$ cat src/rtl/wdog_pkg.sv
package wdog_pkg;

  // Sticky outputs of the watchdog, kept together as one record
  typedef struct packed {
    logic bark;
    logic wake;
    logic bite;
  } wdog_flags_t;

  localparam int unsigned STAGE_BARK = 0;
  localparam int unsigned STAGE_BITE = 1;
  localparam int unsigned NUM_STAGES = 2;

endpackage

$ cat src/rtl/wdog_rst_sync.sv
module wdog_rst_sync #(
  parameter int unsigned STAGES = 2
) (
  input  logic clk,
  input  logic rst_n,
  output logic rst_sync_n
);

  logic [STAGES-1:0] sync_q;

  always_ff @(posedge clk or negedge rst_n) begin
    if (!rst_n) begin
      sync_q <= '0;
    end else begin
      sync_q <= {sync_q[STAGES-2:0], 1'b1};
    end
  end

  assign rst_sync_n = sync_q[STAGES-1];

endmodule

$ cat src/rtl/wdog_count.sv
module wdog_count #(
  parameter int unsigned CNT_W = 32
) (
  input  logic             clk,
  input  logic             rst_n,
  input  logic             tick_i,
  input  logic             wr_i,
  input  logic [CNT_W-1:0] wdata_i,
  output logic [CNT_W-1:0] count_o
);

  localparam logic [CNT_W-1:0] CNT_MAX = {CNT_W{1'b1}};

  logic [CNT_W-1:0] count_q, count_d;
  logic             at_max;
  logic             cnt_en;

  assign at_max = (count_q == CNT_MAX);

  // Next-state: a write wins over a step; the count saturates at the top
  always_comb begin
    count_d = count_q;
    cnt_en  = 1'b0;
    if (wr_i) begin
      count_d = wdata_i;
      cnt_en  = 1'b1;
    end else if (tick_i && !at_max) begin
      count_d = count_q + CNT_W'(1);
      cnt_en  = 1'b1;
    end
  end

  always_ff @(posedge clk or negedge rst_n) begin
    if (!rst_n) begin
      count_q <= '0;
    end else if (cnt_en) begin
      count_q <= count_d;
    end
  end

  assign count_o = count_q;

endmodule

$ cat src/rtl/wdog_cmp.sv
module wdog_cmp #(
  parameter int unsigned CNT_W = 32
) (
  input  logic [CNT_W-1:0] count_i,
  input  logic [CNT_W-1:0] thr_i,
  output logic             hit_o
);

  // Reached-or-passed test, so a threshold lowered below the count still fires
  assign hit_o = (count_i >= thr_i);

endmodule

$ cat src/rtl/wdog_flags.sv
module wdog_flags
  import wdog_pkg::*;
(
  input  logic        clk,
  input  logic        rst_n,
  input  logic        enable_i,
  input  logic        wake_en_i,
  input  logic        ack_i,
  input  logic        bark_hit_i,
  input  logic        bite_hit_i,
  output wdog_flags_t flags_o
);

  wdog_flags_t flags_q, flags_d;
  logic        bark_set;
  logic        bite_set;

  assign bark_set = enable_i & bark_hit_i;
  assign bite_set = enable_i & bite_hit_i;

  // Set has priority over acknowledge; the bite has no clear but reset
  always_comb begin
    flags_d.bark = bark_set | (flags_q.bark & ~ack_i);
    flags_d.wake = (bark_set & wake_en_i) | (flags_q.wake & ~ack_i);
    flags_d.bite = bite_set | flags_q.bite;
  end

  always_ff @(posedge clk or negedge rst_n) begin
    if (!rst_n) begin
      flags_q <= '0;
    end else begin
      flags_q <= flags_d;
    end
  end

  assign flags_o = flags_q;

endmodule

$ cat src/rtl/wdog_bark_bite.sv
module wdog_bark_bite
  import wdog_pkg::*;
#(
  parameter int unsigned CNT_W     = 32,
  parameter int unsigned RST_SYNCS = 2
) (
  input  logic             clk,
  input  logic             rst_n,
  input  logic             enable_i,
  input  logic             run_i,
  input  logic             pause_sleep_i,
  input  logic             sleep_i,
  input  logic             wake_en_i,
  input  logic [CNT_W-1:0] bark_thr_i,
  input  logic [CNT_W-1:0] bite_thr_i,
  input  logic             cnt_wr_i,
  input  logic [CNT_W-1:0] cnt_wdata_i,
  input  logic             bark_ack_i,
  output logic [CNT_W-1:0] count_o,
  output logic             bark_irq_o,
  output logic             wake_req_o,
  output logic             bite_rst_o
);

  logic                               rst_core_n;
  logic                               cnt_tick;
  logic [CNT_W-1:0]                   count;
  logic [NUM_STAGES-1:0][CNT_W-1:0]   thr_arr;
  logic [NUM_STAGES-1:0]              hit_arr;
  wdog_flags_t                        flags;

  wdog_rst_sync #(.STAGES(RST_SYNCS)) u_rst (
    .clk        (clk),
    .rst_n      (rst_n),
    .rst_sync_n (rst_core_n)
  );

  // Count gate: enabled, run gate open, not paused by sleep
  assign cnt_tick = enable_i & run_i & ~(pause_sleep_i & sleep_i);

  wdog_count #(.CNT_W(CNT_W)) u_cnt (
    .clk     (clk),
    .rst_n   (rst_core_n),
    .tick_i  (cnt_tick),
    .wr_i    (cnt_wr_i),
    .wdata_i (cnt_wdata_i),
    .count_o (count)
  );

  assign thr_arr[STAGE_BARK] = bark_thr_i;
  assign thr_arr[STAGE_BITE] = bite_thr_i;

  for (genvar g = 0; g < NUM_STAGES; g++) begin : g_stage
    wdog_cmp #(.CNT_W(CNT_W)) u_cmp (
      .count_i (count),
      .thr_i   (thr_arr[g]),
      .hit_o   (hit_arr[g])
    );
  end

  wdog_flags u_flags (
    .clk        (clk),
    .rst_n      (rst_core_n),
    .enable_i   (enable_i),
    .wake_en_i  (wake_en_i),
    .ack_i      (bark_ack_i),
    .bark_hit_i (hit_arr[STAGE_BARK]),
    .bite_hit_i (hit_arr[STAGE_BITE]),
    .flags_o    (flags)
  );

  assign count_o    = count;
  assign bark_irq_o = flags.bark;
  assign wake_req_o = flags.wake;
  assign bite_rst_o = flags.bite;

endmodule

$ cat config.mk
export PLATFORM = sky130hd
export DESIGN_NAME = wdog_bark_bite
export DESIGN_NICKNAME = d
export VERILOG_FILES = /design/src/rtl/wdog_pkg.sv /design/src/rtl/wdog_rst_sync.sv /design/src/rtl/wdog_count.sv /design/src/rtl/wdog_cmp.sv /design/src/rtl/wdog_flags.sv /design/src/rtl/wdog_bark_bite.sv
export SDC_FILE = /design/constraint.sdc
export NUM_CORES = 1
export LEC_CHECK = 0
export BUFFER_PORTS_ARGS = -buffer_cell sky130_fd_sc_hd__buf_2
export CORE_AREA = 4 4 90 92
export DETAILED_ROUTE_END_ITERATION = 10
export DIE_AREA = 0 0 94 96
export PLACE_DENSITY = 0.85
export SETUP_SLACK_MARGIN = 0.02
export SYNTH_ARGS = -nofsm -noshare
export SYNTH_HDL_FRONTEND = slang
export SYNTH_SLANG_ARGS = --single-unit
export TNS_END_PERCENT = 50
$ cat constraint.sdc
create_clock -name clk -period 2.6 [get_ports clk]
set_input_delay 0.52 -clock clk [delete_from_list [all_inputs] [get_ports clk]]
set_output_delay 0.52 -clock clk [all_outputs]
set_load 0.03 [all_outputs]
==> impl_metrics.csv <==
group,metric,value,unit
detailed_routing,viasPerCell,5.86,
clock_tree,clkTransAtPathRegs,80,ps
timing,fin_crit_sh,88.2,%
detailed_routing,num_vias,4197,
power,cellPowerDensity,414,nW/um^2
setup_path,end_kind,"flop",
detailed_routing,wl_met2,5580,um
die,ioPinCount,140,
die,dieArea,9020,um^2
cells_and_area,diodes,0,
detailed_routing,wl_per_cell,15.8,um
synth,synth_enable_flop_cells,0,
die,start_util,53.8,%
detailed_routing,ant_nets,0,
cells_and_area,fin_nets,786,
timing,report.final.slew_viol_count,0,
grt,grt_pass1_wl,18300,um
setup_path,crit_path_start_kind,"flop",
synth,syn_nets,653,
synth,synthArstFlopShare,100,%
setup_path,critical_path_required,2810,ps
synth,ys_warn_count,0,
timing,hold_slack,303,ps
timing,slew_headroom,37.7,%
clock_tree,htree_levels,2,
power,peakVddDrop,0.000205,V
die,chipWidth,94,um
placement,gp_routability_congestion,0.880,
power,p_leak,2.44,nW
detailed_routing,drcViolationCount,0,
min_path,hold_path_class,"flop to async pin",
timing,tns,0,ps
setup_path,arrival,2510,ps
detailed_routing,firstDrtPassIters,5,
timing,fmax,0.436,GHz
grt,grt_pass1_vias,4020,
clock_tree,clk_path_buf_depth,2,
detailed_routing,met3_length,870,um
clock_tree,ctsResizeCount,0,
setup_path,crit_type,"flop to flop",
placement,dp_hpwl,9140,um
outcome,status,"complete, no violations",
timing,min_period,2290,ps
timing,hold_violations,0,
run,maxCapViolations,0,
synth,synth.lib_cells_used.distinct,54,
cells_and_area,final_common_cell,"buf_2",
synth,seq_area_frac_synth,23.8,%
clock_tree,post_cts_buffers,0,
grt,antenna_found_initial,0,
cells_and_area,final_layout_size_suffix_gt1_share,25.8,%
synth,postSynthAreaPerCell,8.04,um^2
detailed_routing,finalWirelength,11300,um
timing,fin_skew,8.04,ps
grt,grt_max_degree,55,
cells_and_area,layout_common_cells,"buf_2 (139), inv_1 (75), ha_1 (65)",
timing,tightest_slew,922,ps
clock_tree,cts_sinks,37,
clock_tree,cts_tree,"built",
detailed_routing,drt-initial-drc-count,285,
timing,setup_viol,0,
die,die_y,96,um
grt,track_usage,25.1,%
grt,grt_remaining_overflow,0,
synth,synth-seq-cells,37,
clock_tree,clkLatencyLatePin,290,ps
detailed_routing,wl_met1,4630,um
clock_tree,clockRootBuffer,"clkbuf_8",
placement,io_buffers,139,
setup_path,worstPathMaxFanout,12,
die,rows,31,
synth,synth_area,3880,um^2
synth,synth_ff_type,"dfrtp_1",
die,core_area,7210,um^2
cells_and_area,syn_to_final_growth,22.4,%
clock_tree,cts_made_buffers,5,
detailed_routing,highest_layer,"met4",
synth,synth_cells,483,
timing,rsz0062_at_grt,"false",
[power breakdown]
part / internal (W) / total (W) / switching (W)
Combinational: 0.000293 / 0.000700 / 0.000407
Clock: 0.000312 / 0.000530 / 0.000218
Sequential: 0.000626 / 0.000736 / 0.000110
[stage by stage]
step | instance area, um^2 | setup slack, ps | util [%] | instances | total power [W]
finish | 4750 | 306 | 65.9 | 716 | 0.00197
global route | 4750 | 154 | 65.9 | 716 | 0.00210
CTS | 4750 | 351 | 65.9 | 716 | 0.00197
detailed placement | 4620 | 267 | 64.0 | 707 | 0.00144
global placement | 4620 | 331 | 64.0 | 707 | 0.00140
floorplan | 3880 | 460 | - | 483 | 0.00118
[layout make-up]
class,count,area [um^2]
clock buffer,6,82.6
sequential,37,926
tap,99,124
clock inverter,2,37.5
fill,638,2460
timing repair buffer,144,736
multi-input combinational,352,2560
inverter,76,285
[worst max-delay path: stages, from the launching register on]
cell      delay [ps]
dfrtp_1          540
ha_1             370
nand4_1          110
o311ai_0         820
a22oi_1          170
o211ai_1         200
[synthesized netlist by cell type, types with 2 or more instances]
master     count  share of area, %
inv_1         75               7.3
ha_1          65                21
dfrtp_1       37                24
nand2_1       31               3.0
nor2_1        31               3.0
a31oi_1       25               4.0
or4_1         22               4.3
nand4_1       21               3.4
nand3_1       20               2.6
a21oi_1       18               2.3
o31ai_1       18               3.5
o21ai_0       11               1.4
and4_1         9               2.0
o211ai_1       8               1.5
a21o_1         7               1.4
and2_1         7               1.1
and3_1         7               1.1
clkbuf_1       7              0.68
or3_1          6              0.97
buf_2          5              0.64
o21a_1         5              0.97
buf_6          4               1.2
nor3_1         4              0.52
o21ai_1        3              0.39
a2111oi_0      2              0.45
and4_4         2              0.58
buf_4          2              0.39
nand2b_1       2              0.32
nor2b_1        2              0.32
nor4_1         2              0.32
o2111ai_1      2              0.45
[sequential cells by signal, indices dropped and copies added, names as in the netlist]
register,flops
u_flags.flags_o,3
u_rst.sync_q,2
u_cnt.count_o,32
[cell families (layout without fill, tap and decap cells)]
family                   Yosys count  in the layout  share of synthesized area (%)
buffers and inverters             94            228                           10.2
AO/OA/AOI/OAI                    115            115                           20.3
other                              1              1                         0.0966
AND/OR/NAND/NOR                  171            171                           24.6
adder cells (fa/ha/maj)           65             65                           20.9
flip-flops                        37             37                           23.8
[worst paths after layout]
path | to | cells past startpoint | slack, ps | startpoint
min in group clk | u_rst.sync_q[1] | 0 | 360 | u_rst.sync_q[0]
hold / removal | u_cnt.count_o[24] | 1 | 300 | u_rst.sync_q[1]
setup reg to reg | u_flags.flags_o[1] | 5 | 310 | u_cnt.count_o[5]
hold reg to reg | u_cnt.count_o[24] | 1 | 300 | u_rst.sync_q[1]
setup / recovery | u_flags.flags_o[1] | 5 | 310 | u_cnt.count_o[5]
max in group asynchronous | u_flags.flags_o[0] | 1 | 1960 | u_rst.sync_q[1]
[routing by layer]
metal / GRT usage (%) / vias to the layer above
met5: 0 / -
met1: 31.2 / 1935
met3: 4.69 / 23
li1: - / 2062
met2: 44.4 / 177
met4: 6.98 / 0
[what timing repair did]
item / CTS / global route
hold endpoints to repair: 2 / 0
hold buffers: 1 / 0
setup endpoints to repair: 0 / 0
No activity file was read; power rests on OpenSTA's default activity.
